[config.mk]
export PLATFORM = sky130hd
export DESIGN_NAME = rtc_timekeeper
export DESIGN_NICKNAME = d
export VERILOG_FILES = /design/src/rtl/rtc_pkg.sv /design/src/rtl/rtc_prescaler.sv /design/src/rtl/rtc_seconds.sv /design/src/rtl/rtc_regs.sv /design/src/rtl/rtc_timekeeper.sv
export SDC_FILE = /design/constraint.sdc
export NUM_CORES = 1
export LEC_CHECK = 0
export BUFFER_PORTS_ARGS = -buffer_cell sky130_fd_sc_hd__buf_2
export CAP_MARGIN = 10
export CORE_ASPECT_RATIO = 1.25
export CORE_UTILIZATION = 60
export DETAILED_ROUTE_END_ITERATION = 7
export PLACE_DENSITY = 0.81
export SLEW_MARGIN = 15
export SYNTH_ARGS = -nofsm -noshare
export SYNTH_HDL_FRONTEND = slang
export SYNTH_SLANG_ARGS = --single-unit
export TNS_END_PERCENT = 50
[constraint.sdc]
create_clock -name clk -period 7.2 [get_ports clk]
set_clock_uncertainty 0.2 [all_clocks]
set_input_delay 0.36 -clock clk [delete_from_list [all_inputs] [get_ports clk]]
set_output_delay 0.36 -clock clk [all_outputs]
set_load 0.05 [all_outputs]
[src/rtl/rtc_pkg.sv]
package rtc_pkg;

    localparam int CNT_W = 32;

    typedef enum logic [1:0] {
        SEL_COUNT  = 2'd0,
        SEL_ALARM  = 2'd1,
        SEL_STATUS = 2'd2,
        SEL_ENABLE = 2'd3
    } reg_sel_e;

    typedef struct packed {
        logic wake_en;
        logic irq_en;
    } enable_t;

    typedef struct packed {
        logic             load;
        logic             step;
        logic [CNT_W-1:0] value;
    } cnt_req_t;

    function automatic logic [CNT_W-1:0] next_count(
        input logic [CNT_W-1:0] cur,
        input cnt_req_t         req
    );
        if (req.load)
            return req.value;
        else if (req.step)
            return cur + CNT_W'(1);
        else
            return cur;
    endfunction

endpackage

[src/rtl/rtc_prescaler.sv]
module rtc_prescaler #(
    parameter int PRESCALE = 32768
) (
    input  logic clk,
    input  logic rst,
    output logic tick_o
);
    localparam int DW = (PRESCALE > 2) ? $clog2(PRESCALE) : 1;
    localparam logic [DW-1:0] LAST = DW'(PRESCALE - 1);

    logic [DW-1:0] div_q;
    logic          pulse_q;

    always_ff @(posedge clk) begin
        if (rst) begin
            div_q   <= '0;
            pulse_q <= 1'b0;
        end else begin
            pulse_q <= (div_q == LAST);
            div_q   <= (div_q == LAST) ? '0 : div_q + DW'(1);
        end
    end

    assign tick_o = pulse_q;

endmodule

[src/rtl/rtc_seconds.sv]
module rtc_seconds
    import rtc_pkg::*;
(
    input  logic             clk,
    input  logic             rst,
    input  logic             tick,
    input  logic             load,
    input  logic [CNT_W-1:0] load_val,
    input  logic [CNT_W-1:0] alarm,
    output logic [CNT_W-1:0] count_o,
    output logic             match_o
);
    cnt_req_t         req;
    logic [CNT_W-1:0] cnt_q;
    logic [CNT_W-1:0] cnt_d;

    always_comb begin
        req.load  = load;
        req.step  = tick;
        req.value = load_val;
        cnt_d     = next_count(cnt_q, req);
        match_o   = (load || tick) && (cnt_d == alarm);
    end

    always_ff @(posedge clk) begin
        if (rst)
            cnt_q <= '0;
        else
            cnt_q <= cnt_d;
    end

    assign count_o = cnt_q;

endmodule

[src/rtl/rtc_regs.sv]
module rtc_regs
    import rtc_pkg::*;
(
    input  logic             clk,
    input  logic             rst,
    input  logic             we,
    input  reg_sel_e         sel,
    input  logic [CNT_W-1:0] wdata,
    input  logic             match,
    input  logic             low_power,
    input  logic [CNT_W-1:0] count,
    output logic [CNT_W-1:0] alarm_o,
    output logic             flag_o,
    output logic [CNT_W-1:0] rdata,
    output logic             irq,
    output logic             wake
);
    logic [CNT_W-1:0] alarm_q;
    logic             flag_q;
    enable_t          en_q;
    logic             clr_req;

    assign clr_req = we && (sel == SEL_STATUS) && wdata[0];

    always_ff @(posedge clk) begin
        if (rst) begin
            alarm_q <= '0;
            flag_q  <= 1'b0;
            en_q    <= '0;
        end else begin
            if (we && sel == SEL_ALARM)
                alarm_q <= wdata;
            if (we && sel == SEL_ENABLE)
                en_q <= enable_t'(wdata[1:0]);
            if (match)
                flag_q <= 1'b1;
            else if (clr_req)
                flag_q <= 1'b0;
        end
    end

    always_comb begin
        unique case (sel)
            SEL_COUNT:  rdata = count;
            SEL_ALARM:  rdata = alarm_q;
            SEL_STATUS: rdata = {{(CNT_W-2){1'b0}}, low_power, flag_q};
            SEL_ENABLE: rdata = {{(CNT_W-2){1'b0}}, en_q};
            default:    rdata = '0;
        endcase
    end

    assign alarm_o = alarm_q;
    assign flag_o  = flag_q;
    assign irq     = flag_q && en_q.irq_en;
    assign wake    = flag_q && en_q.wake_en;

endmodule

[src/rtl/rtc_timekeeper.sv]
module rtc_timekeeper
    import rtc_pkg::*;
#(
    parameter int PRESCALE = 32768
) (
    input  logic             clk,
    input  logic             hw_rst,
    input  logic             wdt_rst,
    input  logic             low_power,
    input  logic             bus_we,
    input  logic [1:0]       bus_addr,
    input  logic [CNT_W-1:0] bus_wdata,
    output logic [CNT_W-1:0] bus_rdata,
    output logic             tick_1hz,
    output logic             irq,
    output logic             wake
);
    logic             rst;
    logic             pulse;
    logic             cnt_load;
    logic             alarm_hit;
    logic             alarm_flag;
    logic [CNT_W-1:0] cnt_q;
    logic [CNT_W-1:0] alarm_val;
    reg_sel_e         sel;

    assign rst      = hw_rst || wdt_rst;
    assign sel      = reg_sel_e'(bus_addr);
    assign cnt_load = bus_we && (sel == SEL_COUNT);

    rtc_prescaler #(.PRESCALE(PRESCALE)) u_div (
        .clk    (clk),
        .rst    (rst),
        .tick_o (pulse)
    );

    rtc_seconds u_sec (
        .clk      (clk),
        .rst      (rst),
        .tick     (pulse),
        .load     (cnt_load),
        .load_val (bus_wdata),
        .alarm    (alarm_val),
        .count_o  (cnt_q),
        .match_o  (alarm_hit)
    );

    rtc_regs u_regs (
        .clk       (clk),
        .rst       (rst),
        .we        (bus_we),
        .sel       (sel),
        .wdata     (bus_wdata),
        .match     (alarm_hit),
        .low_power (low_power),
        .count     (cnt_q),
        .alarm_o   (alarm_val),
        .flag_o    (alarm_flag),
        .rdata     (bus_rdata),
        .irq       (irq),
        .wake      (wake)
    );

    assign tick_1hz = pulse;

endmodule

### After elaboration in Yosys (flattened, before gate mapping)

Cells that the tools add are included.

| storage, ports and cells | value |
|---|---|
| ROM bits | 0 |
| memories kept | 0 |
| memory bits (writable) | 0 |
| flip-flop bits (word level) | 83 |
| bits in latches | 0 |
| input port bits | 39 |

| operators by class | value |
|---|---|
| magnitude comparators | 0 |
| bitwise logic cells | 0 |
| $add $sub $neg | 2 |
| muxes and demuxes | 5 |
| shift-type cells | 0 |
| div/mod/pow operators | 0 |
| reductions and logical operators | 13 |
| equal/unequal tests | 5 |
| $mul | 0 |

Operators with widths:

| kind | count |
|---|---|
| case mux 32 bit (4 select lines) | 1 |
| 2-to-1 mux 32 bit | 2 |
| adder 32 x 1 -> 32 bit (second input constant) | 1 |
| equality test 32 bit | 1 |
| adder 15 x 1 -> 15 bit (second input constant) | 1 |
| equality test 15 bit (second input constant) | 1 |
| logical AND 1 bit | 8 |
| equality test 2 bit (second input constant) | 2 |
| equality test 2 x 1 -> 1 bit (second input constant) | 1 |
| zero test 2 bit | 1 |
| logical OR 1 bit | 2 |
| 2-to-1 mux 1 bit | 2 |
| nonzero test 2 bit | 1 |
| OR reduction 2 bit | 1 |

### Logic depth before layout (Yosys ltp)

Gate-level depths: netlist of the first run.

| depth | value |
|---|---|
| depth in word-level cells | 6 |
| depth in mapped cells | 11 |
| gate-level depth less buffers | 10 |

### By module

From an unflattened synthesis of the first run, not the netlist that was laid out.

| second synthesis, totals | value |
|---|---|
| cells, all modules | 689 |
| area total of the unflattened synthesis | 5730.5 um2 |

Modules (own cells, without submodules):

| module | area an instance (um2) | cells each | instances |
|---|---|---|---|
| rtc_seconds | 2951.6 | 391 | 1 |
| rtc_regs | 2074.5 | 224 | 1 |
| rtc_prescaler | 685.7 | 72 | 1 |
| rtc_timekeeper | 18.8 | 2 | 1 |

### Least setup slack after synthesis of the first run

Ideal clock, no wire load.

| path | value |
|---|---|
| path type | register to register |
| start | register u_div.pulse_q, in the netlist u_div.tick_o |
| end | register u_regs.flag_q, in the netlist u_regs.flag_o |
| library setup time | 84 ps |
| required time | 6916 ps |
| cell stages (with the launch flop) | 11 |
| period minus slack after synthesis | 3339 ps |
| path buffers | 1 |
| data arrival time | 3055 ps |
| path slack | 3861 ps |
| cells stage by stage | dfxtp_1 buf_4 nand4_1 nor3_1 a21oi_1 a311oi_1 nand3_1 or4_1 nor4_1 o2111ai_1 o31ai_2 |

| between the ends | value |
|---|---|
| word-level cells in the longest chain between the ends | 5 |

RTL lines:

| what | line | text |
|---|---|---|
| start: declaration | rtc_prescaler.sv:12 | `logic pulse_q;` |
| start signal: assignment | rtc_prescaler.sv:19 | `pulse_q <= (div_q == LAST);` |
| 2-to-1 mux 32 bit | rtc_pkg.sv:29 | `else if (req.step)` |
| 2-to-1 mux 32 bit | rtc_pkg.sv:27 | `if (req.load)` |
| equality test 32 bit | rtc_seconds.sv:22 | `match_o = (load \|\| tick) && (cnt_d == alarm);` |
| logical AND 1 bit (*) | rtc_seconds.sv:22 |  |
| 2-to-1 mux 1 bit or nonzero test 2 bit (tied branches) | n/a |  |
| end signal: assignment | rtc_regs.sv:28 | `flag_q <= 1'b0;` |
| end signal: assignment | rtc_regs.sv:36 | `flag_q <= 1'b1;` |
| end signal: assignment | rtc_regs.sv:38 | `flag_q <= 1'b0;` |
| end: declaration | rtc_regs.sv:19 | `logic flag_q;` |

Every way passes the cells marked *; elsewhere a longest branch is shown, timed or not.
A chain may end at the register's enable or synchronous reset.

### Final worst setup path of the first run

| path | value |
|---|---|
| start | input port bus_addr[0] |
| end | register u_regs.flag_q, in the netlist u_regs.flag_o |

| between the ends | value |
|---|---|
| word-level cells in the longest chain between the ends | 6 |

RTL lines:

| what | line | text |
|---|---|---|
| start: declaration | rtc_timekeeper.sv:11 | `input logic [1:0] bus_addr,` |
| zero test 2 bit | rtc_timekeeper.sv:29 | `assign cnt_load = bus_we && (sel == SEL_COUNT);` |
| logical AND 1 bit | rtc_timekeeper.sv:29 |  |
| 2-to-1 mux 32 bit | rtc_pkg.sv:27 |  |
| equality test 32 bit | rtc_seconds.sv:22 |  |
| logical AND 1 bit | rtc_seconds.sv:22 |  |
| 2-to-1 mux 1 bit or nonzero test 2 bit (tied branches) | n/a |  |

Parallel ways exist; a longest one is shown, timed or not.

==> flow_summary.yaml, run 1 <==
outcome:
  outcome: "completed"
critical_path:
  end_kind: "flip-flop"
  crit_required_ns: 7.29
  critPathMaxFanout: 43
  startpoint_type: "input pin"
  arrival_ns: 4.21
  critPathKind: "input pin to flip-flop"
  reg2reg_depth: 8
cts:
  clock-root-buffer: "clkbuf_8"
  numCtsBuffers: 9
  post-cts-setup-buffers: 0
  post_cts_resized: 0
  clockBufferDepth: 2
  path_clk_slew_ns: 0.09
  clock_sinks: 83
  cts_hold_buf: 0
  htree_levels: 3
  insertion_delay_ns: 0.37
  cts_tree: "yes"
floorplanning:
  die_y_um: 107
  io_pins: 74
  die_w_um: 85.7
  core_area_um2: 8380
  fp-row-count: 37
  start_util: 0.627
  dieArea_um2: 9140
yosys:
  synth.net_count: 726
  synthDistinctLibCells: 66
  synth_top_area_cell: "dfxtp_1"
  async_flop_share: 0
  synth.top_cell.area_share: 0.316
  synth_area_um2: 5260
  synth_compound_area_frac: 0.152
  synthMuxAreaShare: 0.0831
  synth_edf_count: 0
  synth-seq-cells: 83
  yosys.area_share.simple: 0.275
  synth_top_family_by_area: "simple AND/OR/NAND/NOR gates"
  yosys_warnings: 0
  avgSynthCellArea_um2: 7.67
  synth_area_leaders: "dfxtp_1 32%, mux2i_1 7.2%, nand2_1 7.2%"
  synthXorXnorAreaFrac: 0.123
  synth_ff_type: "dfxtp_1"
  synth_fa_ha_area_frac: 0.00476
  ys_seq_area_frac: 0.316
  syn_inst: 685
routing:
  met3WireLength_um: 859
  maxUsedRoutingLayer: "met4"
  drt_iter0_drc: 455
  post_drt_via_cell_ratio: 5.99
  dr.pass1.iters: 5
  m1WireLength_um: 6010
  vias: 5094
  drc: 0
  wl_met2_um: 7140
  antenna_left: 0
  finalWirelength_um: 14400
  wl_per_cell_um: 17.0
grt:
  grt_max_degree: 68
  grt_pass1_vias: 4880
  grt_overflow_total: 0
  grtUsageTotal: 0.328
  antenna_found_initial: 0
  grt_pass1_wl_um: 23600
placed_design:
  dp_worst_setup_slack_ns: 2.76
  place.gp.congestion: 0.944
  port-buffer-count: 73
  dp_hpwl_um: 10500
job:
  drv_cap: 0
finish:
  finalNetCount: 769
  area_growth_syn_to_layout_pct: 11.0
  drive_gt1_frac: 0.151
  antenna_cells: 0
hold_path:
  hold_depth: 3
  hold_class: "input pin to flip-flop"
timing:
  slew_viol_final: 0
  report.final.hold_viol_count: 0
  min_period_ns: 4.12
  setup_ws_ns: 3.08
  fin_crit_sh: 0.572
  slew-limit-headroom: 0.269
  setup-tns-final_ns: 0
  finalSetupViolCount: 0
  tightest_slew_ns: 1.10
  max_freq_mhz: 243
  grt_setup_unrepaired: "no"
pwr:
  ir_drop_v: 0.000122
  power_density_nw_per_um2: 166
  power_leakage_nw: 2.25
## report_power, final
group | internal [mW] | switching, mW
Clock | 0.198 | 0.184
Sequential | 0.466 | 0.0111
Combinational | 0.0402 | 0.0710
Total | 0.704 | 0.266
## layout make-up
| type | count | area, um2 |
|---|---|---|
| Fill cell | 698 | 2550 |
| Inverter | 13 | 48.8 |
| Sequential cell | 83 | 1660 |
| Clock buffer | 9 | 124 |
| Tap cell | 117 | 146 |
| Multi-Input combinational cell | 544 | 3360 |
| Timing Repair Buffer | 77 | 395 |
| Clock inverter | 7 | 101 |
## cells in the final DEF, fill, tap and decap left out, types with 3 or more instances in the layout
master,Yosys,final
buf_2,2,73
mux2i_1,38,38
nor2_1,101,100
xor2_1,36,36
nand4_1,16,16
buf_4,1,4
o22ai_1,3,3
nor3_1,12,12
a211oi_1,23,23
xnor2_1,35,35
a311oi_1,4,4
a221oi_1,3,3
nand2_1,101,101
inv_1,13,13
nor4_1,8,8
nand3_1,22,22
o221ai_1,3,3
o21ai_0,15,15
a21oi_1,44,44
or3_1,5,5
and2_1,4,4
or2_2,4,4
dfxtp_1,83,83
and3_1,11,11
clkbuf_8,0,9
o2111ai_1,3,3
nor2b_1,8,8
or4_1,3,3
a21o_1,3,3
## flip-flops by register name, summed over array words and instances (netlist names)
register and count:
u_regs.alarm_o 32, u_sec.count_o 32, u_div.div_q 15, u_regs.en_q 2, u_div.tick_o 1, u_regs.flag_o 1
## final timing paths
kind / to / slack [ns] / startpoint
min reg2reg: u_div.div_q[0] / 0.28 / u_div.div_q[0]
max: u_regs.flag_o / 3.08 / bus_addr[0]
min: u_regs.alarm_o[4] / 0.04 / bus_wdata[4]
max reg2reg: u_regs.flag_o / 3.44 / u_div.tick_o
## worst max-delay path, cell delays in order
cell	delay [ns]
buf_2	0.81
or3b_2	0.63
buf_4	0.53
mux2i_1	0.34
xor2_1	0.16
o311ai_0	0.18
or4_1	0.53
nor4_1	0.26
o2111ai_1	0.16
o31ai_2	0.20
## metal layers
metal	global-route usage	vias up
met1	0.400	2375
met4	0.136	0
met5	0	-
li1	-	2480
met2	0.559	197
met3	0.0677	42
## cells in the mapped netlist, types with 2 or more instances
cell type / instances
nand2_1: 101
nor2_1: 101
dfxtp_1: 83
a21oi_1: 44
mux2i_1: 38
clkbuf_1: 36
xor2_1: 36
xnor2_1: 35
a211oi_1: 23
nand3_1: 22
nand4_1: 16
o21ai_0: 15
inv_1: 13
nor3_1: 12
and3_1: 11
nor2b_1: 8
nor4_1: 8
or3_1: 5
a311oi_1: 4
and2_1: 4
or2_2: 4
a21o_1: 3
a221oi_1: 3
buf_1: 3
o2111ai_1: 3
o221ai_1: 3
o22ai_1: 3
or4_1: 3
a2bb2oi_1: 2
and4_1: 2
buf_2: 2
buf_6: 2
ha_1: 2
mux4_2: 2
nand4b_1: 2
## per-stage QoR
step           hold WS [ns]  std cells   util  instance area (um2)  power [mW]
6_report             0.0378        850  0.696                 5830       0.970
5_1_grt              0.0331        850  0.696                 5830        1.01
4_1_cts              0.0308        850  0.696                 5830       0.974
3_5_place_dp          0.258        834  0.669                 5610       0.597
3_3_place_gp          0.244        834  0.669                 5610       0.594
2_1_floorplan         0.230        685      -                 5260       0.560
## cells by family (layout without fill, tap and decap cells)
family	after synthesis	after routing
buffers and inverters	58	106
muxes	41	41
xor gates and xnor gates	72	72
DFF	83	83
and+or+nand+nor	310	310
adders and majority gates	2	2
AOI/OAI and AO/OA	119	119
Power figures use the tool's default switching activity.
==> run 2, diff against run 1 <==
--- a/config.mk
+++ b/config.mk
@@ -5,12 +5,13 @@
 export SDC_FILE = /design/constraint.sdc
 export NUM_CORES = 1
 export LEC_CHECK = 0
+export ABC_AREA = 1
 export BUFFER_PORTS_ARGS = -buffer_cell sky130_fd_sc_hd__buf_2
 export CAP_MARGIN = 10
 export CORE_ASPECT_RATIO = 1.25
-export CORE_UTILIZATION = 60
+export CORE_UTILIZATION = 58
 export DETAILED_ROUTE_END_ITERATION = 7
-export PLACE_DENSITY = 0.81
+export PLACE_DENSITY = 0.79
 export SLEW_MARGIN = 15
 export SYNTH_ARGS = -nofsm -noshare
 export SYNTH_HDL_FRONTEND = slang
==> constraint.sdc (replaced) <==
create_clock -name clk -period 3.9 [get_ports clk]
set_clock_uncertainty 0.2 [all_clocks]
set_input_delay 0.195 -clock clk [delete_from_list [all_inputs] [get_ports clk]]
set_output_delay 0.195 -clock clk [all_outputs]
set_load 0.05 [all_outputs]
==> run 2 against run 1 <==
Final cell count up 22%; clock power up 77%; wire length down 1.8%; sequential power up 84%; via count up 9.4%; flip-flop and latch count unchanged.
==> flow_summary.yaml, run 2 <==
grt:
  antenna_found_initial: 0
  grtUsageTotal: 0.318
  use_met1: 0.372
  grt_busiest_layer: "met2"
  grt_pass1_wl_um: 23000
  grtUsageMet3: 0.0562
  use_met2: 0.551
  grt_max_degree: 67
  grt_overflow_total: 0
  grt_pass1_vias: 5111
cts:
  post-cts-setup-buffers: 0
  clock-root-buffer: "clkbuf_8"
  path_clk_slew_ns: 0.08
  insertion_delay_ns: 0.37
  cts_tree: "yes"
  clockBufferDepth: 2
  clock_sinks: 83
  numCtsBuffers: 9
  htree_levels: 3
critical_path:
  crit_required_ns: 4.00
  startpoint_type: "flip-flop"
  end_kind: "flip-flop"
  critPathKind: "flip-flop to flip-flop"
  worst-r2r-setup-slack_ns: 1.05
  critPathMaxFanout: 14
  arrival_ns: 2.95
timing:
  fin_crit_sh: 0.730
  setup-tns-final_ns: 0
  report.final.hold_viol_count: 0
  slew-limit-headroom: 0.221
  tightest_slew_ns: 1.17
  setup_ws_ns: 1.05
  fin_hold_ws_ns: 0.0104
  finalSetupViolCount: 0
  grt_setup_unrepaired: "no"
  slew_viol_final: 0
  max_freq_mhz: 351
  min_period_ns: 2.85
placed_design:
  dp_hpwl_um: 9880
  port-buffer-count: 73
  place.gp.congestion: 0.956
  dp.cells: 991
  placed_area_um2: 5480
  dp_worst_setup_slack_ns: 1.02
pwr:
  power_density_nw_per_um2: 298
  combPwrFrac: 0.136
  ir_drop_v: 0.000225
  p_sw_frac: 0.270
  totalPowerFinal_mw: 1.80
  p_clk_frac: 0.377
  p_switching_mw: 0.485
  intPower_mw: 1.31
  power_leakage_nw: 2.60
  pwr-share-seq: 0.487
routing:
  drt_iter0_drc: 456
  vias: 5575
  antenna_left: 0
  dr.pass1.iters: 5
  wl_per_cell_um: 13.6
  post_drt_via_cell_ratio: 5.37
  finalWirelength_um: 14200
  drc: 0
finish:
  drive_gt1_frac: 0.137
  multi_input_area_um2: 2910
  finalNonFillerCells: 1039
  design_area_um2: 6030
  fin_util: 0.719
  regArea_um2: 1660
  final_cell_mix: "230 x nand2_1, 102 x inv_1, 95 x nor2_1, 83 x dfxtp_1, 76 x nand3_1"
  mostFrequentLayoutCell: "nand2_1"
  nFillCells: 755
  antenna_cells: 0
  area_growth_syn_to_layout_pct: 18.3
  finalNetCount: 959
yosys:
  yosys_warnings: 0
  avgSynthCellArea_um2: 6.16
  synthDistinctLibCells: 35
  synth_area_um2: 5090
  synth_area_leaders: "dfxtp_1 33%, nand2_1 17%, inv_1 7.5%"
  synth.top_cell.area_share: 0.326
  syn_inst: 827
  synth.net_count: 868
  synth_common_cells: "231 x nand2_1, 102 x inv_1, 96 x nor2_1"
  ys_seq_area_frac: 0.326
  synth_most_common_cell: "nand2_1"
  synth_top_area_cell: "dfxtp_1"
  synth-seq-cells: 83
  async_flop_share: 0
  synth_ff_type: "dfxtp_1"
  synth_edf_count: 0
floorplanning:
  die_w_um: 85.8
  die_y_um: 107
  core_area_um2: 8380
  fp-row-count: 37
  dieArea_um2: 9170
  io_pins: 74
  start_util: 0.608
job:
  drv_cap: 0
outcome:
  outcome: "completed"
hold_path:
  hold_class: "input pin to flip-flop"
run 2: cell count changes after synthesis, sizes merged, moves of 19 or more:
cell    change
a211oi     -21
clkbuf     -19
inv        +90
mux2i      -38
nand2     +137
nand3      +54
o21ai      +36
o22ai      +24
or2        +21
xnor2      -32
xor2       -29
run 2: cells by family (layout without fill, tap and decap cells):
group,Yosys count,count (layout),share of synthesized area
AO/OA/AOI/OAI,133,133,0.143
XOR/XNOR,10,10,0.0172
adder cells (fa/ha/maj),2,2,0.00491
buffers and inverters,131,226,0.104
AND/OR/NAND/NOR,468,468,0.405
flip-flops,83,83,0.326
run 2: per-layer routing:
layer  up-vias  wire, um
met5         -         0
met4         0       519
met3        40       900
met2       205      6870
met1      2490      5880
li1       2840         -
run 2: layout make-up:
| type | count | area share |
|---|---|---|
| Multi-Input combinational cell | 613 | 0.483 |
| Sequential cell | 83 | 0.276 |
| Timing Repair Buffer | 108 | 0.118 |
| Inverter | 103 | 0.0641 |
| Clock buffer | 14 | 0.0303 |
| Tap cell | 117 | 0.0243 |
| Clock inverter | 1 | 0.00498 |
run 2: power by group through the flow:
stage	Combinational (mW)	Clock, mW	Sequential, mW
after floorplan	0.152	0	0.892
after detailed placement	0.214	0	0.896
final	0.244	0.678	0.876
after CTS	0.240	0.680	0.876
after global placement	0.209	0	0.896
after global routing	0.269	0.714	0.879
run 2: critical path, stage by stage (launching register included):
cell     delay (ns)
dfxtp_1        0.69
nand2_1        0.29
nor2_8         0.20
nand2_4        0.10
nor2_8         0.18
nand2_1        0.07
nand2_1        0.07
nand2_1        0.06
nand2_1        0.13
nand2_1        0.05
a21oi_1        0.24
nand3_1        0.11
nor2_1         0.15
nand3_1        0.11
a21oi_2        0.12
run 2: what timing repair did:
action / 4_1_cts / 5_1_grt
endpoints found under the hold margin: 60 / 0
hold buffers: 33 / 0
resized for setup: 0 / 0
run 2: path summary, 6_finish.rpt:
path | from | to | depth (start not counted)
max reg2reg | u_div.tick_o | u_regs.flag_o | 14
min reg2reg | u_div.div_q[0] | u_div.div_q[0] | 1
max | u_div.tick_o | u_regs.flag_o | 14
min | bus_we | u_regs.en_q[1] | 3
